$ cat src/rtl/dhr_pkg.sv
package dhr_pkg;
  localparam int unsigned ADR_W = 4;
  localparam logic [ADR_W-1:0] REG_CTRL    = 4'h0;
  localparam logic [ADR_W-1:0] REG_MASK    = 4'h1;
  localparam logic [ADR_W-1:0] REG_PTR0    = 4'h2;
  localparam logic [ADR_W-1:0] REG_HDR     = 4'h6;
  localparam logic [ADR_W-1:0] REG_VERSION = 4'hF;
  localparam int unsigned NUM_PTR  = 4;
  localparam int unsigned NUM_FLAG = 3;
  localparam int unsigned STAT_W   = NUM_FLAG + 2;
  localparam logic [7:0]  VERSION_CODE = 8'h10;
  localparam int unsigned LE_BIT = 8;
endpackage

$ cat src/rtl/dhr_rst_sync.sv
module dhr_rst_sync #(
  parameter int unsigned STAGES = 2
) (
  input  logic clk,
  input  logic rst_n,
  output logic rst_n_sync
);
  logic [STAGES-1:0] sync_q;

  always_ff @(posedge clk or negedge rst_n) begin
    if (!rst_n) sync_q <= '0;
    else        sync_q <= {sync_q[STAGES-2:0], 1'b1};
  end

  assign rst_n_sync = sync_q[STAGES-1];
endmodule

$ cat src/rtl/dhr_event_flags.sv
module dhr_event_flags #(
  parameter int unsigned N = 3
) (
  input  logic         clk,
  input  logic         rst_n,
  input  logic [N-1:0] set_i,
  input  logic [N-1:0] clr_i,
  output logic [N-1:0] flags_o
);
  logic [N-1:0] flag_q, flag_n;

  for (genvar i = 0; i < N; i++) begin : g_flag
    always_comb begin
      flag_n[i] = flag_q[i];
      if (clr_i[i]) flag_n[i] = 1'b0;
      if (set_i[i]) flag_n[i] = 1'b1;
    end

    always_ff @(posedge clk or negedge rst_n) begin
      if (!rst_n) flag_q[i] <= 1'b0;
      else        flag_q[i] <= flag_n[i];
    end

    // a set always lands, even against a same-cycle clear
    assert_set_wins_R6: assert property (@(posedge clk) disable iff (!rst_n)
      set_i[i] |=> flag_q[i]);
    // a clear without a set empties the flag
    assert_clear_R5: assert property (@(posedge clk) disable iff (!rst_n)
      (clr_i[i] && !set_i[i]) |=> !flag_q[i]);
  end

  assign flags_o = flag_q;
endmodule

$ cat src/rtl/dhr_ptr_bank.sv
module dhr_ptr_bank #(
  parameter int unsigned NUM = 4,
  parameter int unsigned PW  = 30
) (
  input  logic                   clk,
  input  logic                   rst_n,
  input  logic [NUM-1:0]         wr_en_i,
  input  logic [PW-1:0]          wr_data_i,
  output logic [NUM-1:0][PW-1:0] ptr_o
);
  logic [NUM-1:0][PW-1:0] ptr_q, ptr_n;

  for (genvar k = 0; k < NUM; k++) begin : g_ptr
    always_comb begin
      ptr_n[k] = ptr_q[k];
      if (wr_en_i[k]) ptr_n[k] = wr_data_i;
    end

    always_ff @(posedge clk or negedge rst_n) begin
      if (!rst_n) ptr_q[k] <= '0;
      else        ptr_q[k] <= ptr_n[k];
    end

    // an address register only moves on its own write
    assert_ptr_hold_R9: assert property (@(posedge clk) disable iff (!rst_n)
      !wr_en_i[k] |=> $stable(ptr_q[k]));
  end

  assign ptr_o = ptr_q;
endmodule

$ cat src/rtl/dec_host_regs.sv
module dec_host_regs
  import dhr_pkg::*;
#(
  parameter int unsigned DW = 32
) (
  input  logic             clk,
  input  logic             rst_n,
  input  logic             bus_stb,
  input  logic             bus_we,
  input  logic [ADR_W-1:0] bus_adr,
  input  logic [DW-1:0]    bus_wdat,
  output logic [DW-1:0]    bus_rdat,
  output logic             bus_ack,
  input  logic             core_idle,
  input  logic             core_empty_p,
  input  logic             core_frame_p,
  input  logic             core_hdr_p,
  input  logic [DW-1:0]    core_hdr_word,
  output logic             core_start_p,
  output logic             core_reset_p,
  output logic [DW-3:0]    in_start_addr,
  output logic [DW-3:0]    in_end_addr,
  output logic [DW-3:0]    out_addr,
  output logic [DW-3:0]    scratch_addr,
  output logic             little_endian,
  output logic             irq
);
  localparam int unsigned PW = DW - 2;

  logic rst_n_i;
  dhr_rst_sync #(.STAGES(2)) u_rst (
    .clk        (clk),
    .rst_n      (rst_n),
    .rst_n_sync (rst_n_i)
  );

  // access decode
  logic acc, wr, rd;
  logic sel_ctrl, sel_mask, sel_ver;
  assign acc      = bus_stb & ~bus_ack;
  assign wr       = acc & bus_we;
  assign rd       = acc & ~bus_we;
  assign sel_ctrl = (bus_adr == REG_CTRL);
  assign sel_mask = (bus_adr == REG_MASK);
  assign sel_ver  = (bus_adr == REG_VERSION);

  // address registers
  logic [NUM_PTR-1:0]         ptr_wr;
  logic [NUM_PTR-1:0][PW-1:0] ptr;
  for (genvar k = 0; k < NUM_PTR; k++) begin : g_ptr_sel
    assign ptr_wr[k] = wr & (bus_adr == ADR_W'(REG_PTR0 + k));
  end

  dhr_ptr_bank #(.NUM(NUM_PTR), .PW(PW)) u_ptr (
    .clk       (clk),
    .rst_n     (rst_n_i),
    .wr_en_i   (ptr_wr),
    .wr_data_i (bus_wdat[DW-1:2]),
    .ptr_o     (ptr)
  );

  assign in_start_addr = ptr[0];
  assign in_end_addr   = ptr[1];
  assign out_addr      = ptr[2];
  assign scratch_addr  = ptr[3];

  // sticky flags: [0] input exhausted, [1] frame written, [2] header found
  logic [NUM_FLAG-1:0] flag_set, flag_clr, flags;
  assign flag_set = {core_hdr_p, core_frame_p, core_empty_p | ptr_wr[0] | ptr_wr[1]};
  assign flag_clr = (wr && sel_ctrl) ? bus_wdat[STAT_W-1:2] : '0;

  dhr_event_flags #(.N(NUM_FLAG)) u_flags (
    .clk     (clk),
    .rst_n   (rst_n_i),
    .set_i   (flag_set),
    .clr_i   (flag_clr),
    .flags_o (flags)
  );

  // mask, header, byte order, pulses, read data
  logic [STAT_W-1:0] mask_q, mask_n;
  logic [DW-1:0]     hdr_q, hdr_n;
  logic              le_q, le_n;
  logic              ack_n, start_n, reset_n;
  logic [DW-1:0]     rdat_n, rd_mux;
  logic [STAT_W-1:0] status;
  logic [DW-1:0]     ver_word;

  assign status = {flags, core_idle, 1'b0};

  always_comb begin
    ver_word = '0;
    ver_word[7:0]   = VERSION_CODE;
    ver_word[LE_BIT] = le_q;
  end

  always_comb begin
    rd_mux = '0;
    case (bus_adr)
      REG_CTRL:    rd_mux = DW'(status);
      REG_MASK:    rd_mux = DW'(mask_q);
      REG_HDR:     rd_mux = hdr_q;
      REG_VERSION: rd_mux = ver_word;
      default: begin
        for (int k = 0; k < NUM_PTR; k++)
          if (bus_adr == ADR_W'(REG_PTR0 + k)) rd_mux = {ptr[k], 2'b00};
      end
    endcase
  end

  always_comb begin
    mask_n  = mask_q;
    hdr_n   = hdr_q;
    le_n    = le_q;
    ack_n   = acc;
    start_n = wr & sel_ctrl & bus_wdat[0];
    reset_n = wr & sel_ctrl & bus_wdat[1];
    rdat_n  = rd ? rd_mux : '0;
    if (wr && sel_mask) mask_n = bus_wdat[STAT_W-1:0];
    if (wr && sel_ver)  le_n   = bus_wdat[LE_BIT];
    if (core_hdr_p)     hdr_n  = core_hdr_word;
  end

  always_ff @(posedge clk or negedge rst_n_i) begin
    if (!rst_n_i) begin
      mask_q       <= '0;
      hdr_q        <= '0;
      le_q         <= 1'b0;
      bus_ack      <= 1'b0;
      core_start_p <= 1'b0;
      core_reset_p <= 1'b0;
      bus_rdat     <= '0;
    end else begin
      mask_q       <= mask_n;
      hdr_q        <= hdr_n;
      le_q         <= le_n;
      bus_ack      <= ack_n;
      core_start_p <= start_n;
      core_reset_p <= reset_n;
      bus_rdat     <= rdat_n;
    end
  end

  assign little_endian = le_q;
  assign irq           = |(status & mask_q);

  // a taken strobe is acknowledged next cycle
  assert_ack_next_R2: assert property (@(posedge clk) disable iff (!rst_n_i)
    (bus_stb && !bus_ack) |=> bus_ack);
  // control pulses only appear with an acknowledge
  assert_start_with_ack_R3: assert property (@(posedge clk) disable iff (!rst_n_i)
    (core_start_p || core_reset_p) |-> bus_ack);
  // writes to the input window raise the exhausted flag
  assert_ptr_write_flag_R7: assert property (@(posedge clk) disable iff (!rst_n_i)
    (ptr_wr[0] || ptr_wr[1]) |=> flags[0]);
  // header word is captured on the found pulse
  assert_hdr_capture_R10: assert property (@(posedge clk) disable iff (!rst_n_i)
    core_hdr_p |=> (hdr_q == $past(core_hdr_word)));
  // without a pulse the header holds, host writes included
  assert_hdr_hold_R10: assert property (@(posedge clk) disable iff (!rst_n_i)
    !core_hdr_p |=> $stable(hdr_q));
  // an empty mask keeps the line low
  assert_irq_masked_R8: assert property (@(posedge clk) disable iff (!rst_n_i)
    (mask_q == '0) |-> !irq);
endmodule

$ cat config.mk
export PLATFORM = sky130hd
export DESIGN_NAME = dec_host_regs
export DESIGN_NICKNAME = d
export VERILOG_FILES = /design/src/rtl/dhr_pkg.sv /design/src/rtl/dhr_rst_sync.sv /design/src/rtl/dhr_event_flags.sv /design/src/rtl/dhr_ptr_bank.sv /design/src/rtl/dec_host_regs.sv
export SDC_FILE = /design/constraint.sdc
export NUM_CORES = 1
export LEC_CHECK = 0
export CORE_MARGIN = 1
export CORE_UTILIZATION = 45
export DETAILED_ROUTE_END_ITERATION = 7
export MAX_ROUTING_LAYER = met4
export PLACE_DENSITY = 0.75
export SYNTH_ARGS = -nofsm -noshare
export SYNTH_HDL_FRONTEND = slang
export SYNTH_SLANG_ARGS = --single-unit
$ cat constraint.sdc
create_clock -name clk -period 18.79 [get_ports clk]
set_clock_uncertainty 0.2 [all_clocks]
set_input_delay 3.758 -clock clk [delete_from_list [all_inputs] [get_ports clk]]
set_output_delay 3.758 -clock clk [all_outputs]
set_load 0.01 [all_outputs]
==> results by group, run 1 <==
Synth
  • Mean Syn Cell Area: between 10 and 15 µm²
  • Sequential-to-total area share from yosys stat: about 56%
  • Syn. warnings: 0
  • Synth Net Count: about 770
  • Main synth FF type: dfrtp_1
  • Mapped Cells: 693
  • Synth Register Bits: 198
  • Post-synth EDFFs: 0
  • Synth cell types: 48
  • Ys async rst share: between 90% and 100%
  • Post-synthesis cell area: 8910 µm²

Power and ir drop
  • Combinational power share: around 22%
  • Total power: 1.14 mW
  • Psw: between 0.3 and 0.4 mW
  • Sequential power share: between 40% and 50%
  • Pwr Density: approximately 95 nW/µm²
  • P_int: approximately 0.82 mW
  • Sw frac: between 20% and 30%
  • Pleak: between 5 and 6 nW
  • Clock Power Share: 32.3%
  • VDD IR max: approximately 0.000065 V

Drt
  • Iteration-0 DRC Markers: between 300 and 400
  • DRT Wirelength: 24.6 mm
  • Via count: 6497
  • Wire per inst: about 21 µm
  • First-pass DRT Iterations: 5
  • Drc violations: 0
  • Via density: ~5.5
  • Post-route ant nets: 0

Setup path
  • Worst endpoint required time: 14830 ps
  • Crit-path cells: clkdlybuf4s50_1 -> a22oi_1 -> nand2_1 -> clkdlybuf4s50_1
  • Crit. End Element: output port
  • FF-to-FF setup slack: ~16000 ps
  • CP Buf/Inv Count: 2
  • Reg2reg start: bus_ack$_DFF_PN0_
  • CP peak stage delay: 530 ps
  • FF-to-FF End: u_ptr.ptr_o[99]$_DFFE_PN0P_
  • CP max FO: 2
  • Critical path's slowest cell: clkdlybuf4s50_1
  • Startpoint Class: input port
  • Data arrival, critical path: just under 5000 ps
  • Cell mode on critical path: clkdlybuf4s50_1
  • Worst Reg-to-Reg Cells: 4
  • Critical path class: input port to output port
  • Top delay family on crit path: buffers and inverters

Global routing
  • Vias in the first global route: about 6500
  • Overall routing resource usage: 25.9%
  • First-pass GRT wire length: approximately 38 mm
  • Largest net degree at the start of global routing: 85
  • Overflow after GRT: 0
  • Initial antenna violation count: 0

Finish
  • Nets: 976
  • Layout cell share with drive strength beyond 1: around a fifth
  • Commonest non-fill, non-tap cells in the layout: 229 x clkdlybuf4s50_1, 197 x dfrtp_1, 131 x mux2_2, 50 x mux2_1, 43 x nand2_1
  • Most common cell after layout, fill and taps aside: clkdlybuf4s50_1
  • Fill cells: approximately 1600
  • # diodes: 0
  • Final std cells w/o fill: between 1000 and 1500
  • Finished Core Util: between 60% and 70%
  • Area of the multi-input gates: between 3000 and 4000 µm²
  • Synthesis-to-finish area growth: 34.0%
  • Register Area: roughly 5000 µm²
  • Post-route design area: 11900 µm²

Clock network
  • CTS tree: done
  • Clock sinks: just under 200
  • Post-CTS sizing: 0
  • CTS buffer count: 17
  • H-tree levels: 4
  • Clock Path Buffers: 2
  • Clock transition at the registers of the reported paths: about 70 ps
  • Worst skew pair latency: 440 ps
  • Buffer count from post-CTS setup fixing: 0
  • Post-CTS Hold Buffers: 0
  • Root buffer cell: clkbuf_16

Floorplanning
  • I/O pin cnt: between 200 and 250
  • Core ar.: 19500 µm²
  • Overall die area: about 20000 µm²
  • Row count: approximately 50
  • Initial Utilization: between 40% and 50%
  • Die Span Y: roughly 140 µm
  • DIE WIDTH: 143 µm

Status
  • Status: finished, final reports clean

STA
  • Final hold slack: around 150 ps
  • Final setup fails: 0
  • Fin worst setup slack: roughly 9900 ps
  • Crit path time final: 8860 ps
  • Slew Viols, Final: 0
  • Slew margin rel.: between 20% and 30%
  • Final Hold Vio Count: 0
  • RSZ-0062 raised after global routing: no
  • Setup TNS: 0 ps
  • Fin crit share: roughly 47%
  • Fmax: 113 MHz
  • Worst-Margin Slew: ~1100 ps

Worst hold path
  • Hold Path Depth: 0
  • Worst hold path class: flip-flop to flip-flop
  • End of the worst hold path: u_rst.sync_q[1]$_DFF_PN0_
  • Hold Crit Start: u_rst.sync_q[0]$_DFF_PN0_

Flow run
  • Max cap viols: 0

Placed design
  • DP HPWL: between 15 and 20 mm
  • Port Buffer Count: about 230
  • Placed instance count: between 1000 and 1500
  • Post-DP Area: 11400 µm²
  • GPL Wtd Cong: 0.815
  • Place WS: slightly below 10000 ps
[routing by layer]
metal / vias up / share of wire, % / track usage, %
li1: 2926 / - / -
met1: 3334 / 45 / 34.9
met2: 219 / 47 / 39.1
met3: 18 / 6.9 / 6.57
met4: 0 / 0.99 / 6.73
met5: - / 0 / -
[cells in the mapped netlist, types with 3 or more instances]
cell type | instances | area [µm²]
o21ai_0 | 34 | 170
and2_1 | 23 | 144
a32o_1 | 8 | 80.1
nand2_1 | 45 | 169
mux2_1 | 50 | 563
a221oi_1 | 10 | 87.6
a21o_1 | 3 | 22.5
nor3_1 | 3 | 15.0
nor3b_1 | 19 | 143
a211o_1 | 18 | 158
a22oi_1 | 3 | 22.5
a21oi_1 | 39 | 195
clkbuf_1 | 18 | 67.6
dfrtp_1 | 198 | 4950
buf_2 | 18 | 90.1
nor2_1 | 6 | 22.5
nor2b_1 | 6 | 37.5
nand2b_1 | 3 | 18.8
mux2_2 | 131 | 1480
inv_1 | 3 | 11.3
mux2i_1 | 10 | 100
buf_4 | 11 | 82.6
[worst reg2reg max path, cell delays in order (launching register included)]
cell	delay (ps)
dfrtp_1	390
nor2b_1	180
and2_1	260
and3_2	860
mux2_2	430
[cell families after synthesis]
group	after synthesis	share of synthesized area, %
compound gates	130	9.69
other cells	1	0.0421
simple gates	118	7.43
buf+inv	55	3.22
flops	198	55.6
mux	191	24.0
[cell type report]
class                      count  share of cell area, %
clock buffer                  19                   3.79
clock inverter                13                   1.14
inverter                       3                 0.0943
multi-input combinational    440                   30.8
sequential                   198                   41.5
tap                          265                   2.78
timing repair buffer         240                   19.8
[power by group through the flow]
stage               sequential, mW  combinational (mW)  clock [mW]
finish                       0.521               0.247       0.367
global route                 0.529               0.265       0.392
CTS                          0.521               0.249       0.374
detailed placement           0.529               0.248           0
global placement             0.528               0.245           0
floorplan                    0.546              0.0871           0
[how the worst max path moves through the flow]
stage / from / to / cells past startpoint
after detailed placement: core_idle / irq / 4
after floorplan: core_idle / irq / 2
final: core_idle / irq / 4
after global placement: core_idle / irq / 4
after global routing: core_idle / irq / 4
after CTS: core_idle / irq / 4
[sequential cells by signal (all words and copies together) (netlist names)]
name             cells
mask_q               5
u_rst.sync_q         2
core_reset_p         1
u_ptr.ptr_o        120
core_start_p         1
bus_rdat            32
hdr_q               32
u_flags.flags_o      3
bus_ack              1
little_endian        1
(Power assumes the default switching activity.)
==> run 2, diff against run 1 <==
clock period = 9.15 ns   (was 18.79 ns; I/O delays follow)
==> results by group, run 2 (synthesis gave the netlist of run 1 again) <==
Status
  • Status: finished, final reports clean

Setup path
  • FF-to-FF End: u_ptr.ptr_o[14]$_DFFE_PN0P_
  • CP Buf/Inv Count: 2
  • Startpoint Class: input port
  • Worst endpoint required time: 7120 ps
  • Top delay family on crit path: buffers and inverters
  • Cell mode on critical path: clkdlybuf4s50_1
  • Crit-path cells: clkdlybuf4s50_1 -> a22oi_1 -> nand2_1 -> clkdlybuf4s50_1
  • Crit. End Element: output port
  • Critical path's slowest cell: clkdlybuf4s50_1
  • CP peak stage delay: about 480 ps
  • CP max FO: 2
  • Data arrival, critical path: approximately 3100 ps
  • FF-to-FF setup slack: 6300 ps
  • Reg2reg start: u_rst.sync_q[1]$_DFF_PN0_
  • Critical path class: input port to output port
  • Worst Reg-to-Reg Cells: 2

STA
  • Crit path time final: approximately 5100 ps
  • Final Hold Vio Count: 0
  • Worst-Margin Slew: between 1000 and 1500 ps
  • Fmax: approximately 200 MHz
  • Fin crit share: approximately 56%
  • Slew margin rel.: about a quarter
  • RSZ-0062 raised after global routing: no
  • Slew Viols, Final: 0
  • Setup TNS: 0 ps
  • Final setup fails: 0

Drt
  • DRT Wirelength: around 25 mm
  • Via count: between 6000 and 7000
  • Met1 wire length: ~11 mm
  • Post-route ant nets: 0
  • Drc violations: 0
  • Met3 WL post-DR: roughly 1.6 mm
  • Met2 wire len: approximately 12 mm
  • Wire per inst: between 20 and 25 µm
  • Iteration-0 DRC Markers: 405
  • First-pass DRT Iterations: 5
  • Top Layer Used: met4
  • Via density: 5.66

Placed design
  • GPL Wtd Cong: approximately 0.83
  • Port Buffer Count: 232
  • DP HPWL: about 16 mm

Power and ir drop
  • VDD IR max: 0.000134 V
  • Pleak: 5.12 nW
  • Pwr Density: 201 nW/µm²
  • Total power: 2.40 mW

Clock network
  • Clock transition at the registers of the reported paths: about 70 ps
  • Buffer count from post-CTS setup fixing: 0
  • Post-CTS Hold Buffers: 0
  • Post-CTS sizing: 0
  • H-tree levels: 4
  • Clock Path Buffers: 2
  • CTS buffer count: 17
  • Worst skew pair latency: roughly 430 ps
  • Clock sinks: ~200
  • CTS tree: done
  • Root buffer cell: clkbuf_16

Worst hold path
  • End of the worst hold path: u_rst.sync_q[1]$_DFF_PN0_
  • Worst hold path class: flip-flop to flip-flop
  • Hold Crit Start: u_rst.sync_q[0]$_DFF_PN0_
  • Hold Path Depth: 0

Floorplanning
  • Row count: roughly 50
  • Die Span Y: roughly 140 µm
  • Core ar.: between 15000 and 20000 µm²
  • Overall die area: between 20000 and 25000 µm²
  • I/O pin cnt: approximately 230
  • Initial Utilization: 45.8%
  • DIE WIDTH: 143 µm

Finish
  • Most common cell after layout, fill and taps aside: clkdlybuf4s50_1
  • Commonest non-fill, non-tap cells in the layout: 229 x clkdlybuf4s50_1, 197 x dfrtp_1, 131 x mux2_2, 50 x mux2_1, 43 x nand2_1
  • Synthesis-to-finish area growth: 34.6%
  • Nets: between 900 and 1000
  • Largest register FFs: between 100 and 150
  • Layout cell share with drive strength beyond 1: around a fifth

Global routing
  • Initial antenna violation count: 1
  • Vias in the first global route: just under 7000
  • Largest net degree at the start of global routing: between 80 and 90
  • Overflow after GRT: 0
  • Overall routing resource usage: between 20% and 30%
  • First-pass GRT wire length: approximately 39 mm

Flow run
  • Max cap viols: 0
run 2: cell count changes in the layout (fill, tap and decap cells not counted), sizes merged:
| cell | change |
|---|---|
| inv | -3 |
| diode | +1 |
| clkbuf | -2 |
| buf | -1 |
| bufinv | +3 |
| clkinv | +2 |
run 2: worst max-delay path by stage:
stage | startpoint | endpoint | slack [ps] | depth (start not counted)
floorplan | u_rst.sync_q[1]$_DFF_PN0_ | bus_ack$_DFF_PN0_ | 3020 | 0
global placement | bus_adr[2] | u_ptr.ptr_o[51]$_DFFE_PN0P_ | 3920 | 5
detailed placement | bus_adr[2] | u_ptr.ptr_o[46]$_DFFE_PN0P_ | 3800 | 5
CTS | core_idle | irq | 4060 | 4
global route | core_idle | irq | 4020 | 4
finish | core_idle | irq | 4040 | 4
run 2: final cells by class:
cell class / count / area, µm²
diodes: 1 / 2.50
clock buffers: 17 / 425
clock inverters: 15 / 216
fillers: 1546 / 7470
inverters: 3 / 11.3
multi-input cells: 440 / 3680
flip-flops and latches: 198 / 4960
well taps: 265 / 332
repair buffers: 239 / 2360
run 2: report_power, final:
part	switching (mW)	internal, mW
sequential	0.0953	0.985
clock	0.352	0.465
combinational	0.205	0.301
total	0.652	1.75
run 2: routing by layer:
metal | up-vias | track usage [%]
li1 | 2935 | -
met1 | 3411 | 35.8
met2 | 277 | 39.2
met3 | 41 | 5.26
met4 | 0 | 8.15
met5 | - | -
run 2: metrics by stage:
step                      area [µm²]  util (%)  hold slack [ps]  std cells  setup WS (ps)
after CTS                      12000      61.6              159       1177           4060
final                          12000      61.6              154       1178           4040
after detailed placement       11300      58.3              141       1145           3800
after global routing           12000      61.6              171       1178           4020
after floorplan                 8910         -              131        693           3020
after global placement         11300      58.3              137       1145           3920
==> run 3, diff against run 2 <==
clock period = 5.14 ns   (was 9.15 ns; I/O delays follow)
==> results by group, run 3 (synthesis gave the netlist of run 1 again) <==
STA
  • Slew Viols, Final: 0
  • Final setup fails: 0
  • Fmax: 289 MHz
  • Final hold slack: between 150 and 200 ps
  • Fin crit share: between 60 and 70%
  • RSZ-0062 raised after global routing: no
  • Final Hold Vio Count: 0
  • Crit path time final: ~3500 ps
  • Slew margin rel.: a little under 30%
  • Worst-Margin Slew: roughly 1100 ps
  • Setup TNS: 0 ps

Clock network
  • Post-CTS Hold Buffers: 0
  • Buffer count from post-CTS setup fixing: 0
  • CTS tree: done
  • CTS buffer count: 17
  • Post-CTS sizing: 0
  • Clock sinks: slightly below 200
  • Worst skew pair latency: roughly 430 ps
  • Root buffer cell: clkbuf_16
  • Clock Path Buffers: 2
  • H-tree levels: 4
  • Clock transition at the registers of the reported paths: approximately 70 ps

Setup path
  • CP Buf/Inv Count: 2
  • Crit-path cells: clkdlybuf4s50_1 -> a22oi_1 -> nand2_1 -> clkdlybuf4s50_1
  • Critical path class: input port to output port
  • Data arrival, critical path: around 2200 ps
  • Cell mode on critical path: clkdlybuf4s50_1
  • FF-to-FF setup slack: around 2700 ps
  • CP peak stage delay: between 400 and 500 ps
  • Worst endpoint required time: roughly 3900 ps
  • Startpoint Class: input port
  • FF-to-FF End: u_ptr.ptr_o[45]$_DFFE_PN0P_
  • Critical path's slowest cell: clkdlybuf4s50_1
  • Top delay family on crit path: buffers and inverters
  • Crit. End Element: output port
  • Reg2reg start: bus_ack$_DFF_PN0_
  • Worst Reg-to-Reg Cells: 4
  • CP max FO: 2

Finish
  • Final std cells w/o fill: 1178
  • Nets: a little under 1000
  • Largest register FFs: 120
  • Most common cell after layout, fill and taps aside: clkdlybuf4s50_1
  • Post-route design area: between 10000 and 15000 µm²
  • Synthesis-to-finish area growth: 33.9%
  • Commonest non-fill, non-tap cells in the layout: 228 x clkdlybuf4s50_1, 197 x dfrtp_1, 131 x mux2_2, 50 x mux2_1, 43 x nand2_1
  • Finished Core Util: 61.3%
  • Layout cell share with drive strength beyond 1: 20.7%

Placed design
  • Placed instance count: roughly 1100
  • Port Buffer Count: 232
  • GPL Wtd Cong: between 0.8 and 0.9
  • DP HPWL: between 15 and 20 mm
  • Post-DP Area: 11400 µm²

Drt
  • Post-route ant nets: 0
  • Wire per inst: 21.0 µm
  • Iteration-0 DRC Markers: 300
  • First-pass DRT Iterations: 4
  • Via count: between 6000 and 7000
  • Via density: 5.57
  • Drc violations: 0
  • DRT Wirelength: between 20 and 25 mm

Power and ir drop
  • VDD IR max: around 0.00023 V
  • Clock Power Share: a little under a third
  • Pwr Density: approximately 350 nW/µm²
  • Psw: approximately 1.1 mW
  • Sw frac: 27.0%
  • Pleak: approximately 5 nW
  • P_int: 3.01 mW
  • Sequential power share: around 47%
  • Combinational power share: between 20% and 30%

Floorplanning
  • Row count: slightly above 50
  • Die Span Y: 143 µm
  • DIE WIDTH: roughly 140 µm
  • I/O pin cnt: ~230
  • Core ar.: between 15000 and 20000 µm²
  • Initial Utilization: 45.8%
  • Overall die area: 20400 µm²

Status
  • Status: finished, final reports clean

Global routing
  • Vias in the first global route: between 6000 and 7000
  • Overall routing resource usage: roughly 26%
  • Largest net degree at the start of global routing: approximately 130
  • First-pass GRT wire length: between 30 and 40 mm
  • Initial antenna violation count: 1
  • Overflow after GRT: 0

Flow run
  • Max cap viols: 0

Worst hold path
  • Worst hold path class: flip-flop to flip-flop
  • Hold Crit Start: u_rst.sync_q[0]$_DFF_PN0_
  • Hold Path Depth: 0
  • End of the worst hold path: u_rst.sync_q[1]$_DFF_PN0_
-- run 3: cell types whose count changed in the layout (fill, tap and decap cells not counted), sizes merged --
cell / delta
clkinv: +3
clkdlybuf4s50: -1
clkbuf: +4
bufinv: -3
inv: -3
clkinvlp: -1
buf: +1
-- run 3: worst max path at each step --
| stage | startpoint | depth (start not counted) | end |
|---|---|---|---|
| after floorplan | u_rst.sync_q[1]$_DFF_PN0_ | 0 | bus_ack$_DFF_PN0_ |
| after global placement | bus_adr[3] | 5 | u_ptr.ptr_o[47]$_DFFE_PN0P_ |
| after detailed placement | bus_adr[2] | 5 | u_ptr.ptr_o[107]$_DFFE_PN0P_ |
| after CTS | core_idle | 4 | irq |
| after global routing | core_idle | 4 | irq |
| final | core_idle | 4 | irq |
-- run 3: per-layer routing --
layer / wire length [µm] / vias up / share of wire (%) / global-route usage, %
met1: 11100 / 3338 / 45 / 33.9
met2: 11600 / 264 / 47 / 40.0
met3: 1610 / 35 / 6.5 / 4.96
met5: 0 / - / 0 / -
met4: 425 / 0 / 1.7 / 8.15
li1: - / 2925 / - / -
-- run 3: power groups by stage --
| stage | registers [mW] | logic, mW | clock network (mW) |
|---|---|---|---|
| 6_report | 1.93 | 0.898 | 1.30 |
| 5_1_grt | 1.95 | 0.956 | 1.38 |
| 4_1_cts | 1.93 | 0.904 | 1.32 |
| 3_5_place_dp | 1.95 | 0.898 | 0 |
| 3_3_place_gp | 1.95 | 0.884 | 0 |
| 2_1_floorplan | 1.99 | 0.318 | 0 |
-- run 3: area by class of cell --
cell class / count / area [µm²]
Antenna cell: 1 / 2.50
Timing Repair Buffer: 239 / 2370
Fill cell: 1619 / 7530
Tap cell: 265 / 332
Inverter: 3 / 11.3
Multi-Input combinational cell: 440 / 3680
Clock inverter: 11 / 97.6
Sequential cell: 198 / 4960
Clock buffer: 21 / 480
-- run 3: stage by stage --
step / power, mW / setup WS, ps
6_report: 4.13 / 1670
2_1_floorplan: 2.31 / 1680
3_5_place_dp: 2.85 / 1330
4_1_cts: 4.15 / 1670
3_3_place_gp: 2.83 / 1380
5_1_grt: 4.29 / 1630
